`src/rtl/pkt_fifo_rx_pkg.sv`:
```
package pkt_fifo_rx_pkg;

  localparam int BYTE_W = 8;

  // Strobes from control to datapath, valid in the cycle of the incoming byte.
  typedef struct packed {
    logic byteIn;   // a byte is present (advances the checksum)
    logic wrEn;     // byte is written into the queue
    logic sop;      // first byte of a packet
    logic last;     // final byte of a packet
    logic lenErr;   // length flag for the final byte
    logic gapErr;   // gap flag for the final byte
  } rxStrobes_t;

  typedef struct packed {
    logic [BYTE_W-1:0] data;
    logic              last;
    logic              crcErr;
    logic              lenErr;
    logic              gapErr;
  } fifoEntry_t;

  // Reflected CRC-32 update, one byte, bit 0 first.
  function automatic logic [31:0] crcStep(input logic [31:0] c, input logic [BYTE_W-1:0] d);
    logic [31:0] r;
    r = c ^ {{(32-BYTE_W){1'b0}}, d};
    for (int k = 0; k < BYTE_W; k++) begin
      r = r[0] ? ((r >> 1) ^ 32'hEDB88320) : (r >> 1);
    end
    return r;
  endfunction

  function automatic logic [31:0] bitRev32(input logic [31:0] v);
    logic [31:0] r;
    for (int i = 0; i < 32; i++) r[i] = v[31-i];
    return r;
  endfunction

endpackage

```
`src/rtl/pkt_fifo_rx_ctrl.sv`:
```
module pkt_fifo_rx_ctrl
  import pkt_fifo_rx_pkg::*;
#(
  parameter int DEPTH   = 32,
  parameter int HIGH_WM = 24,
  parameter int LOW_WM  = 8,
  parameter int MIN_LEN = 10,
  parameter int MAX_LEN = 9600,
  parameter int MIN_GAP = 3,
  parameter int LVL_W   = 6
) (
  input  logic             clk,
  input  logic             rstN,
  input  logic             rxValid,
  input  logic             rxEop,
  input  logic             cfgForceBp,
  input  logic [LVL_W-1:0] level,
  output rxStrobes_t       strobes,
  output logic             bpOut
);

  localparam int LEN_W = $clog2(MAX_LEN + 2);
  localparam int GAP_W = $clog2(MIN_GAP + 1);
  localparam logic [LEN_W-1:0] LEN_CAP = LEN_W'(MAX_LEN + 1);
  localparam logic [GAP_W-1:0] GAP_SAT = GAP_W'(MIN_GAP);

  logic             inPacket;
  logic [GAP_W-1:0] idleCnt;
  logic [LEN_W-1:0] lenCnt;
  logic [LEN_W-1:0] lenNow;
  logic             gapFlag;
  logic             gapNow;
  logic             sop;
  logic             full;
  logic             wmState;
  logic             lenBad;

  assign sop    = rxValid && !inPacket;
  assign full   = (level == LVL_W'(DEPTH));
  assign gapNow = (idleCnt < GAP_SAT);

  // Running byte count of the current packet, saturating above the maximum.
  always_comb begin
    if (sop)                    lenNow = LEN_W'(1);
    else if (lenCnt == LEN_CAP) lenNow = LEN_CAP;
    else                        lenNow = lenCnt + LEN_W'(1);
  end

  assign lenBad = (lenNow < LEN_W'(MIN_LEN)) || (lenNow > LEN_W'(MAX_LEN));

  always_comb begin
    strobes.byteIn = rxValid;
    strobes.wrEn   = rxValid && !full;
    strobes.sop    = sop;
    strobes.last   = rxValid && rxEop;
    strobes.lenErr = rxValid && rxEop && lenBad;
    strobes.gapErr = rxValid && rxEop && (sop ? gapNow : gapFlag);
  end

  always_ff @(posedge clk) begin
    if (!rstN) begin
      inPacket <= 1'b0;
      idleCnt  <= GAP_SAT;
      lenCnt   <= '0;
      gapFlag  <= 1'b0;
    end else begin
      if (rxValid) begin
        inPacket <= !rxEop;
        lenCnt   <= lenNow;
      end
      if (sop) gapFlag <= gapNow;
      if (rxValid && rxEop)
        idleCnt <= '0;
      else if (!rxValid && !inPacket && idleCnt != GAP_SAT)
        idleCnt <= idleCnt + GAP_W'(1);
    end
  end

  // Level-driven back-pressure with hysteresis.
  always_ff @(posedge clk) begin
    if (!rstN)                          wmState <= 1'b0;
    else if (level >= LVL_W'(HIGH_WM))  wmState <= 1'b1;
    else if (level <  LVL_W'(LOW_WM))   wmState <= 1'b0;
  end

  assign bpOut = cfgForceBp || wmState;

endmodule

```
`src/rtl/pkt_fifo_rx_datapath.sv`:
```
module pkt_fifo_rx_datapath
  import pkt_fifo_rx_pkg::*;
#(
  parameter int DEPTH = 32,
  parameter int LVL_W = 6
) (
  input  logic              clk,
  input  logic              rstN,
  input  rxStrobes_t        strobes,
  input  logic [BYTE_W-1:0] rxData,
  input  logic              cfgCrcCheck,
  input  logic              outReady,
  output logic [BYTE_W-1:0] outData,
  output logic              outValid,
  output logic              outLast,
  output logic              outCrcErr,
  output logic              outLenErr,
  output logic              outGapErr,
  output logic [LVL_W-1:0]  level
);

  localparam int PTR_W = $clog2(DEPTH);
  localparam logic [31:0] CRC_RESIDUE = 32'hC704DD7B;

  logic [31:0] crcReg;
  logic [31:0] crcBase;
  logic [31:0] crcNext;
  logic        crcBad;

  fifoEntry_t  mem [DEPTH];
  fifoEntry_t  wrEntry;
  fifoEntry_t  headEntry;
  logic [PTR_W:0] wrPtr;
  logic [PTR_W:0] rdPtr;
  logic        pop;

  // Checksum runs over every byte of the packet, trailer included.
  assign crcBase = strobes.sop ? 32'hFFFFFFFF : crcReg;
  assign crcNext = crcStep(crcBase, rxData);
  assign crcBad  = cfgCrcCheck && strobes.last && (bitRev32(crcNext) != CRC_RESIDUE);

  always_ff @(posedge clk) begin
    if (!rstN)               crcReg <= 32'hFFFFFFFF;
    else if (strobes.byteIn) crcReg <= crcNext;
  end

  always_comb begin
    wrEntry.data   = rxData;
    wrEntry.last   = strobes.last;
    wrEntry.crcErr = crcBad;
    wrEntry.lenErr = strobes.lenErr;
    wrEntry.gapErr = strobes.gapErr;
  end

  always_ff @(posedge clk) begin
    if (strobes.wrEn) mem[wrPtr[PTR_W-1:0]] <= wrEntry;
  end

  assign level    = LVL_W'(wrPtr - rdPtr);
  assign outValid = (wrPtr != rdPtr);
  assign pop      = outValid && outReady;

  always_ff @(posedge clk) begin
    if (!rstN) begin
      wrPtr <= '0;
      rdPtr <= '0;
    end else begin
      if (strobes.wrEn) wrPtr <= wrPtr + 1'b1;
      if (pop)          rdPtr <= rdPtr + 1'b1;
    end
  end

  assign headEntry = mem[rdPtr[PTR_W-1:0]];

  always_comb begin
    outData   = headEntry.data;
    outLast   = outValid && headEntry.last;
    outCrcErr = outValid && headEntry.crcErr;
    outLenErr = outValid && headEntry.lenErr;
    outGapErr = outValid && headEntry.gapErr;
  end

endmodule

```
`src/rtl/pkt_fifo_rx.sv`:
```
module pkt_fifo_rx
  import pkt_fifo_rx_pkg::*;
#(
  parameter int DEPTH   = 32,   // power of two
  parameter int HIGH_WM = 24,
  parameter int LOW_WM  = 8,
  parameter int MIN_LEN = 10,
  parameter int MAX_LEN = 9600,
  parameter int MIN_GAP = 3
) (
  input  logic       clk,
  input  logic       rstN,
  input  logic [7:0] rxData,
  input  logic       rxValid,
  input  logic       rxEop,
  input  logic       cfgCrcCheck,
  input  logic       cfgForceBp,
  output logic       bpOut,
  output logic [7:0] outData,
  output logic       outValid,
  input  logic       outReady,
  output logic       outLast,
  output logic       outCrcErr,
  output logic       outLenErr,
  output logic       outGapErr
);

  localparam int LVL_W = $clog2(DEPTH) + 1;

  rxStrobes_t       strobes;
  logic [LVL_W-1:0] fillLevel;

  pkt_fifo_rx_ctrl #(
    .DEPTH(DEPTH), .HIGH_WM(HIGH_WM), .LOW_WM(LOW_WM),
    .MIN_LEN(MIN_LEN), .MAX_LEN(MAX_LEN), .MIN_GAP(MIN_GAP), .LVL_W(LVL_W)
  ) u_ctrl (
    .clk(clk), .rstN(rstN), .rxValid(rxValid), .rxEop(rxEop),
    .cfgForceBp(cfgForceBp), .level(fillLevel), .strobes(strobes), .bpOut(bpOut)
  );

  pkt_fifo_rx_datapath #(
    .DEPTH(DEPTH), .LVL_W(LVL_W)
  ) u_datapath (
    .clk(clk), .rstN(rstN), .strobes(strobes), .rxData(rxData),
    .cfgCrcCheck(cfgCrcCheck), .outReady(outReady), .outData(outData),
    .outValid(outValid), .outLast(outLast), .outCrcErr(outCrcErr),
    .outLenErr(outLenErr), .outGapErr(outGapErr), .level(fillLevel)
  );

endmodule

```
`config.mk`:
```
export PLATFORM = sky130hd
export DESIGN_NAME = pkt_fifo_rx
export DESIGN_NICKNAME = d
export VERILOG_FILES = /design/src/rtl/pkt_fifo_rx_pkg.sv /design/src/rtl/pkt_fifo_rx_ctrl.sv /design/src/rtl/pkt_fifo_rx_datapath.sv /design/src/rtl/pkt_fifo_rx.sv
export SDC_FILE = /design/constraint.sdc
export NUM_CORES = 1
export LEC_CHECK = 0
export CAP_MARGIN = 20
export CORE_MARGIN = 2
export CORE_UTILIZATION = 42
export CTS_BUF_LIST = sky130_fd_sc_hd__clkbuf_8
export DETAILED_ROUTE_END_ITERATION = 8
export GPL_ROUTABILITY_DRIVEN = 1
export PLACE_DENSITY = 0.54
export SYNTH_ARGS = -nofsm -noshare
export SYNTH_HDL_FRONTEND = slang
export SYNTH_SLANG_ARGS = --single-unit
```
`constraint.sdc`:
```
create_clock -name clk -period 5.6 [get_ports clk]
set_clock_uncertainty 0.05 [all_clocks]
set_input_delay 1.4 -clock clk [delete_from_list [all_inputs] [get_ports clk]]
set_output_delay 1.4 -clock clk [all_outputs]
set_load 0.01 [all_outputs]
```
==> summary.md <==
| Metric | Value |
|---|---|
| Dpl ws | 253 ps |
| Placed Cells | 1855 |
| Post-synth EDFFs | 384 |
| Max-cap violations | 0 |
| TritonCTS clock tree | done |
| Nets | 1360 |
| Power density cells | 401 nW/um^2 |
| 1st-pass router iterations | 5 |
| Height of the die | 222 um |
| Min cycle time layout | 5110 ps |
| Synth area leaders | edfxtp_1 (58%), mux4_2 (14%), dfxtp_1 (6.8%) |
| Ys async rst share | 0 |
| Post-DP HPWL | 29500 um |
| Most used DFF post-synth | edfxtp_1 |
| ANT cells | 0 |
| Initial detailed-routing violation count | 930 |
| Core Region | 46800 um^2 |
| Grt total ovfl | 0 |
| Tcrit/Tclk final | 0.913 |
| Remaining DRCs | 0 |
| Die area | 49200 um^2 |
| DR WL/cell | 23.9 um |
| YS warnings | 0 |
| Detailed Route WL | 47700 um |
| Ports | 29 |
| Vias | 11000 |
| Area of the mapped netlist | 19900 um^2 |
| Setup crit end kind | output port |
| Crit path required time | 4150 ps |
| DRT antenna net count | 0 |
| Hold crit path type | register to register |
| Final Instance Count excl. Fillers | 1997 |
| Fin Hold WS | 441 ps |
| Max-slew violation count | 0 |
| Flops & latches, synth | 452 |
| Area leader, netlist | edfxtp_1 |
| Antenna violations before repair | 1 |
| Cells after synthesis | 1248 |
| Reg2Reg Launch Point | u_datapath.wrPtr[2] |
| Synth Area per Inst | 16.0 um^2 |
| Layout cells sized above 1 | 0.236 |
| Worst slew pin tran | 1050 ps |
| # setup viols final | 0 |
| GPL Wtd Cong | 0.828 |
| Max-Slew Margin vs Limit | 0.297 |
| Post-cts resize count | 0 |
| HP Start | u_datapath.crcReg[21] |
| Total setup buffers inserted after CTS | 0 |
| Post-Route Setup TNS | 0 ps |
| Row count | 79 |
| Most common cell in the netlist | edfxtp_1 |
| Chip width | 222 um |
| Commonest cells in the netlist | edfxtp_1 (384), mux4_2 (120), nor2_1 (97) |
| CP startpoint kind | register |
| Vias in the first global route | 11300 |
| GRT Util Overall | 0.198 |
| CP max FO | 21 |
| CTS Buf Count | 79 |
| Number of hold buffers added after cts | 0 |
| Status | finished clean |
| Critical path arrival | 3660 ps |
| Post-DR vias/cell | 5.52 |
| Kind of critical path | register to output port |
| Final instance area | 22600 um^2 |
| DP Area | 21200 um^2 |
| Share of the synthesized area in the top cell type | 0.578 |
| Max Clock Freq | 0.196 GHz |
| Final hold vios | 0 |
| Max VDD drop | 0.172 mV |
| Clk_lat worst skew | 640 ps |
| Synth cell types | 80 |
| Layout area overhead | 13.4% |
| PortBufs | 28 |
| Leak | 7.34 nW |
| Post-synthesis sequential area ratio | 0.646 |
| Clk root buf | clkbuf_8 |
| Clock slew at reported path FFs | 60 ps |
| First-pass GRT wire length | 72000 um |
| Initial core utilization | 0.427 |
| Largest net degree at the start of global routing | 52 |
| Post-Syn Nets | 1278 |
| RSZ-0062 raised after global routing | no |
| Setup WS post-layout | 487 ps |
| Clock tree buffer depth | 3 |
| Clk sinks | 452 |
| H-tree depth | 3 |
critical path, stage by stage, from the launching register on:
cell and delay, ps:
dfxtp_4 640, buf_4 490, mux4_2 580, mux4_2 540, mux2_2 300, clkdlybuf4s50_1 480
per-layer routing:
layer  GRT usage  vias up  routed length, um
met5           0        -                  0
li1            -     5004                  -
met4      0.0665        0               1070
met3      0.0334       78               1970
met2       0.316      263              22800
met1       0.278     5676              21800
placed cells by master (no fill, tap or decap), types with 5 or more instances in the layout:
| cell type | Yosys | routed |
|---|---|---|
| nor3_4 | 1 | 5 |
| a21oi_1 | 22 | 20 |
| nand2b_1 | 6 | 6 |
| ha_1 | 14 | 14 |
| and3_1 | 9 | 9 |
| buf_4 | 3 | 46 |
| or2_2 | 5 | 5 |
| a211oi_1 | 5 | 5 |
| inv_1 | 14 | 35 |
| xor2_1 | 32 | 32 |
| nand3_1 | 17 | 17 |
| clkinv_2 | 0 | 9 |
| o21ai_0 | 39 | 39 |
| nor2_2 | 0 | 10 |
| mux4_2 | 120 | 120 |
| dfxtp_1 | 68 | 65 |
| xnor3_1 | 7 | 7 |
| nor3_1 | 17 | 13 |
| clkbuf_8 | 0 | 81 |
| mux2i_1 | 14 | 14 |
| nor4_2 | 1 | 5 |
| clkdlybuf4s50_1 | 0 | 27 |
| mux2_2 | 9 | 9 |
| xnor2_1 | 71 | 71 |
| edfxtp_1 | 384 | 384 |
| nor2_1 | 97 | 87 |
| clkinv_1 | 1 | 26 |
| or3_1 | 6 | 6 |
| nand2_1 | 89 | 89 |
| and4_1 | 5 | 5 |
| nor3b_1 | 8 | 8 |
| nor2b_1 | 14 | 13 |
| or4_1 | 6 | 6 |
cell type report:
class                           instances  area, um^2
Fill cell                            4059       24100
Sequential cell                       452       12900
Multi-Input combinational cell        701        6760
Clock buffer                           81        1110
Tap cell                              607         759
Timing Repair Buffer                   79         716
Clock inverter                         60         304
Inverter                               17        68.8
registers in the layout (all words and copies together), names as in the netlist, named ones only:
name               flops
u_ctrl.gapFlag         1
u_ctrl.idleCnt         2
u_ctrl.inPacket        1
u_ctrl.lenCnt         14
u_ctrl.wmState         1
u_datapath.crcReg     32
u_datapath.mem       384
u_datapath.rdPtr       6
u_datapath.wrPtr       6
worst paths after layout:
path | depth (start not counted) | to | slack (ps)
setup / recovery | 5 | outData[2] | 490
hold / removal | 1 | u_datapath.crcReg[21] | 440
setup reg to reg | 8 | u_datapath.mem[29][8] | 1500
hold reg to reg | 1 | u_datapath.crcReg[21] | 440
logic make-up (layout without fill, tap and decap cells):
logic type,count (synthesis),in the layout,share of synthesized area
xor+xnor,117,117,0.0609
compound gates,116,116,0.0385
fa+ha+maj,16,16,0.0103
simple gates,308,308,0.0754
mux,144,144,0.148
flops,452,452,0.646
buf+inv,95,237,0.0201
per-stage QoR:
step / util / total power, mW
final: 0.484 / 9.06
after global routing: 0.484 / 9.51
after CTS: 0.483 / 9.18
after detailed placement: 0.453 / 6.39
after global placement: 0.453 / 6.40
after floorplan: - / 5.66
power breakdown:
| part | switching [mW] | total [mW] | leakage [nW] | internal [mW] |
|---|---|---|---|---|
| Combinational | 1.15 | 2.35 | 2.49 | 1.19 |
| Sequential | 0.166 | 3.96 | 4.04 | 3.79 |
| Clock | 1.32 | 2.76 | 0.803 | 1.43 |
| Total | 2.64 | 9.06 | 7.34 | 6.42 |
No activity file was read; power rests on OpenSTA's default activity.
